`config.mk`:
```
export PLATFORM = sky130hd
export DESIGN_NAME = core_seq
export DESIGN_NICKNAME = d
export VERILOG_FILES = /design/src/rtl/core_seq_pkg.sv /design/src/rtl/core_seq_decode.sv /design/src/rtl/core_seq_ctrl.sv /design/src/rtl/core_seq.sv
export SDC_FILE = /design/constraint.sdc
export NUM_CORES = 1
export LEC_CHECK = 0
export CAP_MARGIN = 20
export CORE_ASPECT_RATIO = 2
export CORE_UTILIZATION = 51
export DETAILED_ROUTE_END_ITERATION = 16
export PLACE_DENSITY = 0.86
export SETUP_SLACK_MARGIN = 0.05
export SLEW_MARGIN = 20
export SYNTH_ARGS = -nofsm -noshare
export SYNTH_HDL_FRONTEND = slang
export SYNTH_SLANG_ARGS = --single-unit
```
`constraint.sdc`:
```
create_clock -name clk -period 5.3 [get_ports clk]
set_clock_uncertainty 0.1 [all_clocks]
set_input_delay 1.325 -clock clk [delete_from_list [all_inputs] [get_ports clk]]
set_output_delay 1.325 -clock clk [all_outputs]
set_load 0.1 [all_outputs]
```
`src/rtl/core_seq_pkg.sv`:
```
package core_seq_pkg;

    typedef enum logic [2:0] {
        PH_IDLE  = 3'd0,
        PH_SETUP = 3'd1,
        PH_RDRV  = 3'd2,
        PH_STRB  = 3'd3,
        PH_GUARD = 3'd4,
        PH_WSET  = 3'd5,
        PH_WDRV  = 3'd6,
        PH_DONE  = 3'd7
    } phase_e;

    // Duration in ns to whole clock ticks, rounded up
    function automatic int ns_to_ticks(input int ns, input int clk_ns);
        return (ns + clk_ns - 1) / clk_ns;
    endfunction

endpackage

```
`src/rtl/core_seq_decode.sv`:
```
module core_seq_decode #(
    parameter int N  = 10,
    parameter int IW = $clog2(N)
) (
    input  logic [IW-1:0] idx_i,
    output logic [N-1:0]  sel_o
);
    for (genvar k = 0; k < N; k++) begin : g_line
        assign sel_o[k] = (idx_i == IW'(k));
    end
endmodule

```
`src/rtl/core_seq_ctrl.sv`:
```
module core_seq_ctrl
    import core_seq_pkg::*;
#(
    parameter int T_GATE = 2,
    parameter int T_RD   = 14,
    parameter int T_FALL = 5,
    parameter int T_WR   = 10
) (
    input  logic   clk,
    input  logic   rst_n,
    input  logic   start_i,
    input  logic   bad_i,
    output phase_e phase_o
);
    localparam int TMAX = (T_RD > T_WR) ? ((T_RD > T_FALL) ? T_RD : T_FALL)
                                        : ((T_WR > T_FALL) ? T_WR : T_FALL);
    localparam int CW   = $clog2(TMAX + T_GATE + 1);

    typedef struct packed {
        phase_e        ph;
        logic [CW-1:0] cnt;
    } ctrl_t;

    ctrl_t s_d, s_q;

    function automatic logic [CW-1:0] span(input phase_e p);
        case (p)
            PH_SETUP, PH_WSET: return CW'(T_GATE - 1);
            PH_RDRV:           return CW'(T_RD - 1);
            PH_GUARD:          return CW'(T_FALL - 1);
            PH_WDRV:           return CW'(T_WR - 1);
            default:           return '0;
        endcase
    endfunction

    function automatic phase_e after(input phase_e p);
        case (p)
            PH_SETUP: return PH_RDRV;
            PH_RDRV:  return PH_STRB;
            PH_STRB:  return PH_GUARD;
            PH_GUARD: return PH_WSET;
            PH_WSET:  return PH_WDRV;
            PH_WDRV:  return PH_DONE;
            default:  return PH_IDLE;
        endcase
    endfunction

    always_comb begin
        s_d = s_q;
        if (s_q.ph == PH_IDLE) begin
            if (start_i) begin
                s_d.ph  = bad_i ? PH_DONE : PH_SETUP;
                s_d.cnt = bad_i ? '0 : span(PH_SETUP);
            end
        end else if (s_q.cnt == '0) begin
            s_d.ph  = after(s_q.ph);
            s_d.cnt = span(after(s_q.ph));
        end else begin
            s_d.cnt = s_q.cnt - 1'b1;
        end
    end

    always_ff @(posedge clk or negedge rst_n) begin
        if (!rst_n) s_q <= '0;
        else        s_q <= s_d;
    end

    assign phase_o = s_q.ph;
endmodule

```
`src/rtl/core_seq.sv`:
```
module core_seq
    import core_seq_pkg::*;
#(
    parameter int ROWS     = 10,
    parameter int COLS     = 10,
    parameter int WIDTH    = 20,
    parameter int ADDR_W   = 7,
    parameter int CLK_NS   = 100,
    parameter int GATE_NS  = 200,
    parameter int READ_NS  = 1400,
    parameter int FALL_NS  = 500,
    parameter int WRITE_NS = 1000,
    parameter int CYCLE_NS = 4000
) (
    input  logic              clk,
    input  logic              rst_n,
    input  logic              req_i,
    input  logic              wr_i,
    input  logic [ADDR_W-1:0] addr_i,
    input  logic [WIDTH-1:0]  wdata_i,
    input  logic [WIDTH-1:0]  sense_i,
    output logic              busy_o,
    output logic              done_o,
    output logic              err_o,
    output logic [WIDTH-1:0]  rdata_o,
    output logic [ROWS-1:0]   row_gate_o,
    output logic [COLS-1:0]   col_rd_gate_o,
    output logic [COLS-1:0]   col_wr_gate_o,
    output logic              rd_drive_o,
    output logic              wr_drive_o,
    output logic              strobe_o,
    output logic [WIDTH-1:0]  help_o
);
    localparam int DEPTH  = ROWS * COLS;
    localparam int RW     = $clog2(ROWS);
    localparam int CWI    = $clog2(COLS);
    localparam int T_GATE = ns_to_ticks(GATE_NS, CLK_NS);
    localparam int T_RD   = ns_to_ticks(READ_NS, CLK_NS);
    localparam int T_FALL = ns_to_ticks(FALL_NS, CLK_NS);
    localparam int T_WR   = ns_to_ticks(WRITE_NS, CLK_NS);

    typedef struct packed {
        logic [ROWS-1:0]  row_sel;
        logic [COLS-1:0]  col_sel;
        logic             wr;
        logic [WIDTH-1:0] wbuf;
        logic [WIDTH-1:0] data;
        logic             err;
    } dp_t;

    dp_t    s_d, s_q;
    phase_e phase;
    logic   accept, addr_ok;
    logic [RW-1:0]   row_idx;
    logic [CWI-1:0]  col_idx;
    logic [ROWS-1:0] row_dec;
    logic [COLS-1:0] col_dec;

    assign addr_ok = (32'(addr_i) < DEPTH);
    assign accept  = req_i && (phase == PH_IDLE);
    assign row_idx = RW'(32'(addr_i) / COLS);
    assign col_idx = CWI'(32'(addr_i) % COLS);

    core_seq_decode #(.N(ROWS), .IW(RW)) u_row_dec (.idx_i(row_idx), .sel_o(row_dec));
    core_seq_decode #(.N(COLS), .IW(CWI)) u_col_dec (.idx_i(col_idx), .sel_o(col_dec));

    core_seq_ctrl #(
        .T_GATE(T_GATE), .T_RD(T_RD), .T_FALL(T_FALL), .T_WR(T_WR)
    ) u_ctrl (
        .clk(clk), .rst_n(rst_n), .start_i(accept), .bad_i(!addr_ok), .phase_o(phase)
    );

    always_comb begin
        s_d = s_q;
        if (accept) begin
            s_d.err     = !addr_ok;
            s_d.row_sel = addr_ok ? row_dec : '0;
            s_d.col_sel = addr_ok ? col_dec : '0;
            s_d.wr      = wr_i;
            s_d.wbuf    = wdata_i;
        end
        if (phase == PH_STRB) s_d.data = sense_i;
    end

    always_ff @(posedge clk or negedge rst_n) begin
        if (!rst_n) s_q <= '0;
        else        s_q <= s_d;
    end

    logic in_read, in_write, in_cycle;
    assign in_read  = (phase == PH_SETUP) || (phase == PH_RDRV) || (phase == PH_STRB);
    assign in_write = (phase == PH_WSET) || (phase == PH_WDRV);
    assign in_cycle = in_read || in_write || (phase == PH_GUARD);

    assign busy_o        = (phase != PH_IDLE);
    assign done_o        = (phase == PH_DONE);
    assign err_o         = s_q.err;
    assign rdata_o       = s_q.data;
    assign row_gate_o    = in_cycle ? s_q.row_sel : '0;
    assign col_rd_gate_o = in_read  ? s_q.col_sel : '0;
    assign col_wr_gate_o = in_write ? s_q.col_sel : '0;
    assign rd_drive_o    = (phase == PH_RDRV);
    assign wr_drive_o    = (phase == PH_WDRV);
    assign strobe_o      = (phase == PH_STRB);
    assign help_o        = (phase == PH_WDRV) ? (s_q.wr ? s_q.wbuf : s_q.data) : '0;
endmodule

```
## Word level (Yosys, flattened, before mapping)

Cells that the tools add are included.

| word-level totals | value |
|---|---|
| word-level logic and storage cells | 74 |
| register bits after elaboration | 70 |
| input port bits | 51 |

| operators by class | value |
|---|---|
| divide/modulo/power cells | 2 |
| mux-type cells | 16 |
| eq/ne operators | 31 |
| reduce and logical (&&, ||, !) cells | 15 |
| $add $sub $neg | 1 |
| order comparisons | 1 |

Operators by type and width:

| cell | number |
|---|---|
| 10-bit 2-to-1 mux | 5 |
| 20-bit 2-to-1 mux | 2 |
| 7-bit by 4-bit divider with 32-bit output (second input constant) | 1 |
| 4-bit by 3-bit == test with 1-bit output (second input constant) | 8 |
| 7-bit by 4-bit remainder unit with 32-bit output (second input constant) | 1 |
| 3-bit == test (second input constant) | 7 |
| 3-bit one-hot mux with 6 select lines | 1 |
| 4-bit by 2-bit == test with 1-bit output (second input constant) | 4 |
| 4-bit == test (second input constant) | 4 |
| 8-bit 2-to-1 mux | 2 |
| 4-bit one-hot mux with 4 select lines | 1 |
| 3-bit by 2-bit == test with 1-bit output (second input constant) | 3 |
| 3-bit 2-to-1 mux | 3 |
| 4-bit by 1-bit == test with 1-bit output (second input constant) | 2 |
| 4-bit logical NOT | 2 |
| 7-bit < comparator (second input constant) | 1 |
| 3-bit by 1-bit == test with 1-bit output (second input constant) | 2 |
| 5-bit logical NOT | 1 |
| 1-bit logical OR | 5 |
| 5-bit 2-to-1 mux | 1 |
| 5-bit by 1-bit subtractor with 5-bit output (second input constant) | 1 |
| 3-bit logical NOT | 1 |
| 3-bit nonzero test | 1 |
| 2-bit inequality test (second input constant) | 1 |
| 6 further kinds | 6 |

## Logic depth before layout (Yosys ltp)

| logic depth | value |
|---|---|
| depth in word-level cells | 9 |
| gate-level depth with buffers | 13 |

## Modules after synthesis

A second synthesis with hierarchy kept.

| second synthesis, totals | value |
|---|---|
| cells, all modules | 470 |
| area, all modules | 4553.1 um2 |

Modules (own cells, without submodules):

| module | area an instance (um2) | cells an instance | times used |
|---|---|---|---|
| core_seq | 3617.2 | 384 | 1 |
| core_seq_ctrl | 538.0 | 58 | 1 |
| core_seq_decode | 198.9 | 14 | 2 |

## Worst setup path before layout

No wires, ideal clock.

| timing path | value |
|---|---|
| kind | register to output |
| start point | register u_ctrl.s_q (netlist bit u_ctrl.phase_o[2]) |
| end point | output rd_drive_o |
| stages on the path, launching flop included | 4 |
| setup slack | 933 ps |
| buffers on the path | 2 |
| data arrival time | 2942 ps |
| data required time | 3875 ps |
| cells stage by stage | dfrtp_1 -> clkbuf_1 -> clkbuf_1 -> nor3b_1 |

| on the way | value |
|---|---|
| word-level cells in the longest chain between the ends | 1 |

Ends and longest elaborated chain:

| what | line | RTL |
|---|---|---|
| start, declared | core_seq_ctrl.sv:24 | `ctrl_t s_d, s_q;` |
| start signal, assigned | core_seq_ctrl.sv:64 | `if (!rst_n) s_q <= '0;` |
| start signal, assigned | core_seq_ctrl.sv:65 | `else s_q <= s_d;` |
| 3-bit by 2-bit == test with 1-bit output | core_seq.sv:102 | `assign rd_drive_o = (phase == PH_RDRV);` |
| end, declared | core_seq.sv:29 | `output logic rd_drive_o,` |

No other way between the ends.

## Worst setup path in the final report

| timing path | value |
|---|---|
| start point | register u_ctrl.s_q (netlist bit u_ctrl.phase_o[2]) |
| end point | output row_gate_o[5] |

| on the way | value |
|---|---|
| word-level cells in the longest chain between the ends | 6 |
| elaborated cells between the ends (all ways) | 12 |
| those cells by class | eq/ne: 6; mux: 1; reduce/logical: 5 |

Ends and longest elaborated chain:

| what | line | RTL |
|---|---|---|
| 3-bit by 1-bit == test with 1-bit output or 3-bit by 2-bit == test with 1-bit output (tied branches) | core_seq.sv:91 | `assign in_read = (phase == PH_SETUP) \|\| (phase == PH_RDRV) \|\| (phase == PH_STRB);` |
| 1-bit logical OR (2 in series) | core_seq.sv:91 |  |
| 1-bit logical OR | core_seq.sv:93 | `assign in_cycle = in_read \|\| in_write \|\| (phase == PH_GUARD);` |
| 1-bit logical OR (*) | core_seq.sv:93 |  |
| 10-bit 2-to-1 mux (*) | core_seq.sv:99 | `assign row_gate_o = in_cycle ? s_q.row_sel : '0;` |
| end, declared | core_seq.sv:26 | `output logic [ROWS-1:0] row_gate_o,` |

Mark *: on every way between the ends. The rest lies on a longest branch, timed or not.

==> metrics.yaml <==
path_max_fanout: 21
avgSynthCellArea_um2: 9.15
grt_max_degree: 48
worstReg2RegEnd: "s_q[43]"
synth_seq_cells: 70
drt_iter0_markers: 240
grt_pass1_wl_um: 17500
ant_nets: 0
antenna_found_initial: 0
cts_inserted_buffers: 9
hold_path.class: "reg2reg"
dr.pass1.iters: 5
wire_per_inst_um: 17.6
max_clock_freq_mhz: 220
cts_buffer_depth: 2
period_minus_slack_ns: 4.54
clock-sinks: 70
synth-simple-area-share: 0.237
port-buffer-count: 126
clk_transition_reported_paths_ns: 0.05
synth-edff-count: 0
rr_worst_depth: 8
n_fill_cell: 577
die_h_um: 130
outcome: "completed"
ys.flop_type: "dfrtp_1"
num_vias: 3750
grt_overflow: 0
hold_buffers: 0
synth_compound_area_frac: 0.139
synth_cells: 456
yosysWarnings: 0
die_area_um2: 8570
rsz0062_at_grt: "no"
worstPathRequired_ns: 3.88
cap_violations: 0
syn_area_um2: 4170
crit_type: "reg2out"
core_area_um2: 7940
r2r_slack_ns: 2.32
synth_fp_nets: 510
grt_use_total: 0.269
htreeDepth: 3
fp-row-count: 46
synth_top_family_by_area: "simple AND/OR/NAND/NOR gates"
whs_endpoint: "err_o"
cp-end-kind: "output pin"
drive_above_1_share: 0.157
slew_violations: 0
finalCritPeriodShare: 0.857
routed_wl_um: 11400
layout.nets: 603
drc: 0
place.gp.congestion: 0.932
cts.repair.resized: 0
setup_violations: 0
cp-start-kind: "register"
finalHoldViolations: 0
synth.area.mux_share: 0.107
ys_types: 63
yosys.area_share.adder: 0.00900
finalCoreUtilization: 0.700
cts_tree: "yes"
syn2layout_area_growth_pct: 33.2
detail_route.vias_per_cell: 5.77
hpwl_um: 8360
post_cts_buffers: 0
min_from: "err_o"
synth_async_sr_flop_share: 1.00
n_antenna_cell: 0
insertion_delay_ns: 0.32
layout_common_cells: "clkdlybuf4s50_1 (103), nand2_1 (83), dfrtp_1 (69)"
start_util: 0.525
synth_xor_area_frac: 0.00810
final_common_cell: "clkdlybuf4s50_1"
ys_seq_area_frac: 0.420
die_w_um: 66.0
hold_depth: 2
cp.arrival_ns: 3.12
tightest_slew_ns: 1.04
r2r_start: "u_ctrl.phase_o[2]"
grt_pass1_vias: 3668
slew_headroom: 0.305
ctsRootBufferMaster: "clkbuf_16"
tns_ns: 0
ios: 127
==> registers in the layout, summed over array words and instances (netlist names) <==
name and flops:
rdata_o 20, u_ctrl.phase_o 3, err_o 1, u_ctrl.s_q 5, s_q 41
==> logic make-up after synthesis <==
family / count (synthesis)
buffers and inverters: 61
flip-flops: 70
AND/OR/NAND/NOR: 207
XOR/XNOR: 3
multiplexers: 42
adder cells (fa/ha/maj): 3
AO/OA/AOI/OAI: 70
==> worst max-delay path by stage <==
stage               slack (ns)         startpoint  cells past startpoint            end
floorplan                 0.93  u_ctrl.phase_o[2]                      3     rd_drive_o
global placement          0.83          addr_i[6]                     10        s_q[49]
detailed placement        0.64          addr_i[6]                     10        s_q[48]
CTS                       0.78  u_ctrl.phase_o[2]                      4  row_gate_o[5]
global route              0.63  u_ctrl.phase_o[2]                      4  row_gate_o[6]
finish                    0.76  u_ctrl.phase_o[2]                      4  row_gate_o[5]
==> synthesized netlist by cell type (all sizes together), types with 2 or more instances <==
cell	count	area (um2)
a211oi	2	15.0
a21oi	9	52.6
a22o	10	87.6
a22oi	2	15.0
a311o	2	21.3
a311oi	4	52.6
a31o	2	17.5
a32o	7	70.1
a32oi	2	25.0
and2	22	138
and3	12	80.1
buf	28	209
clkbuf	22	82.6
dfrtp	70	1750
ha	3	37.5
inv	11	41.3
mux2	21	236
mux2i	21	210
nand2	85	322
nand2b	5	31.3
nand3	5	25.0
nand3b	5	50.1
nand4	3	18.8
nor2	47	176
nor2b	3	18.8
nor3	7	40.0
nor3b	3	22.5
nor4	4	25.0
o21ai	15	86.3
o22ai	3	18.8
o31ai	3	32.5
or2	2	12.5
or3	2	12.5
xnor2	2	25.0
==> worst max-delay path: stages, from the launching register on <==
cell             delay, ns
dfrtp_1               0.68
nor3_2                0.21
nor2_1                0.54
and2_1                0.22
clkdlybuf4s50_1       1.13
==> per-stage QoR <==
step / setup slack, ns / instances / hold slack, ns / instance area [um2]
3_3_place_gp: 0.826 / 634 / 0.366 / 5250
5_1_grt: 0.629 / 650 / 0.409 / 5560
2_1_floorplan: 0.933 / 456 / 0.345 / 4170
4_1_cts: 0.784 / 650 / 0.385 / 5550
6_report: 0.758 / 650 / 0.376 / 5560
3_5_place_dp: 0.641 / 634 / 0.373 / 5250
==> metal layers <==
metal | vias up | wire length [um] | track usage
li1 | 1757 | - | -
met1 | 1816 | 3970 | 0.258
met2 | 148 | 6440 | 0.524
met3 | 29 | 575 | 0.0437
met4 | 0 | 428 | 0.140
met5 | - | 0 | 0
==> final cells by class <==
type                       instances  area (um2)  share of cell area
clock buffer                      12         256              0.0462
clock inverter                     4        45.0             0.00810
inverter                          11        41.3             0.00743
multi-input combinational        325        2100               0.377
sequential                        70        1750               0.315
tap                               96         120              0.0216
timing repair buffer             132        1250               0.224
Power is left out: the tool's default activity adds up to more than one toggle a clock period on the data nets, which glitch-free logic cannot reach.
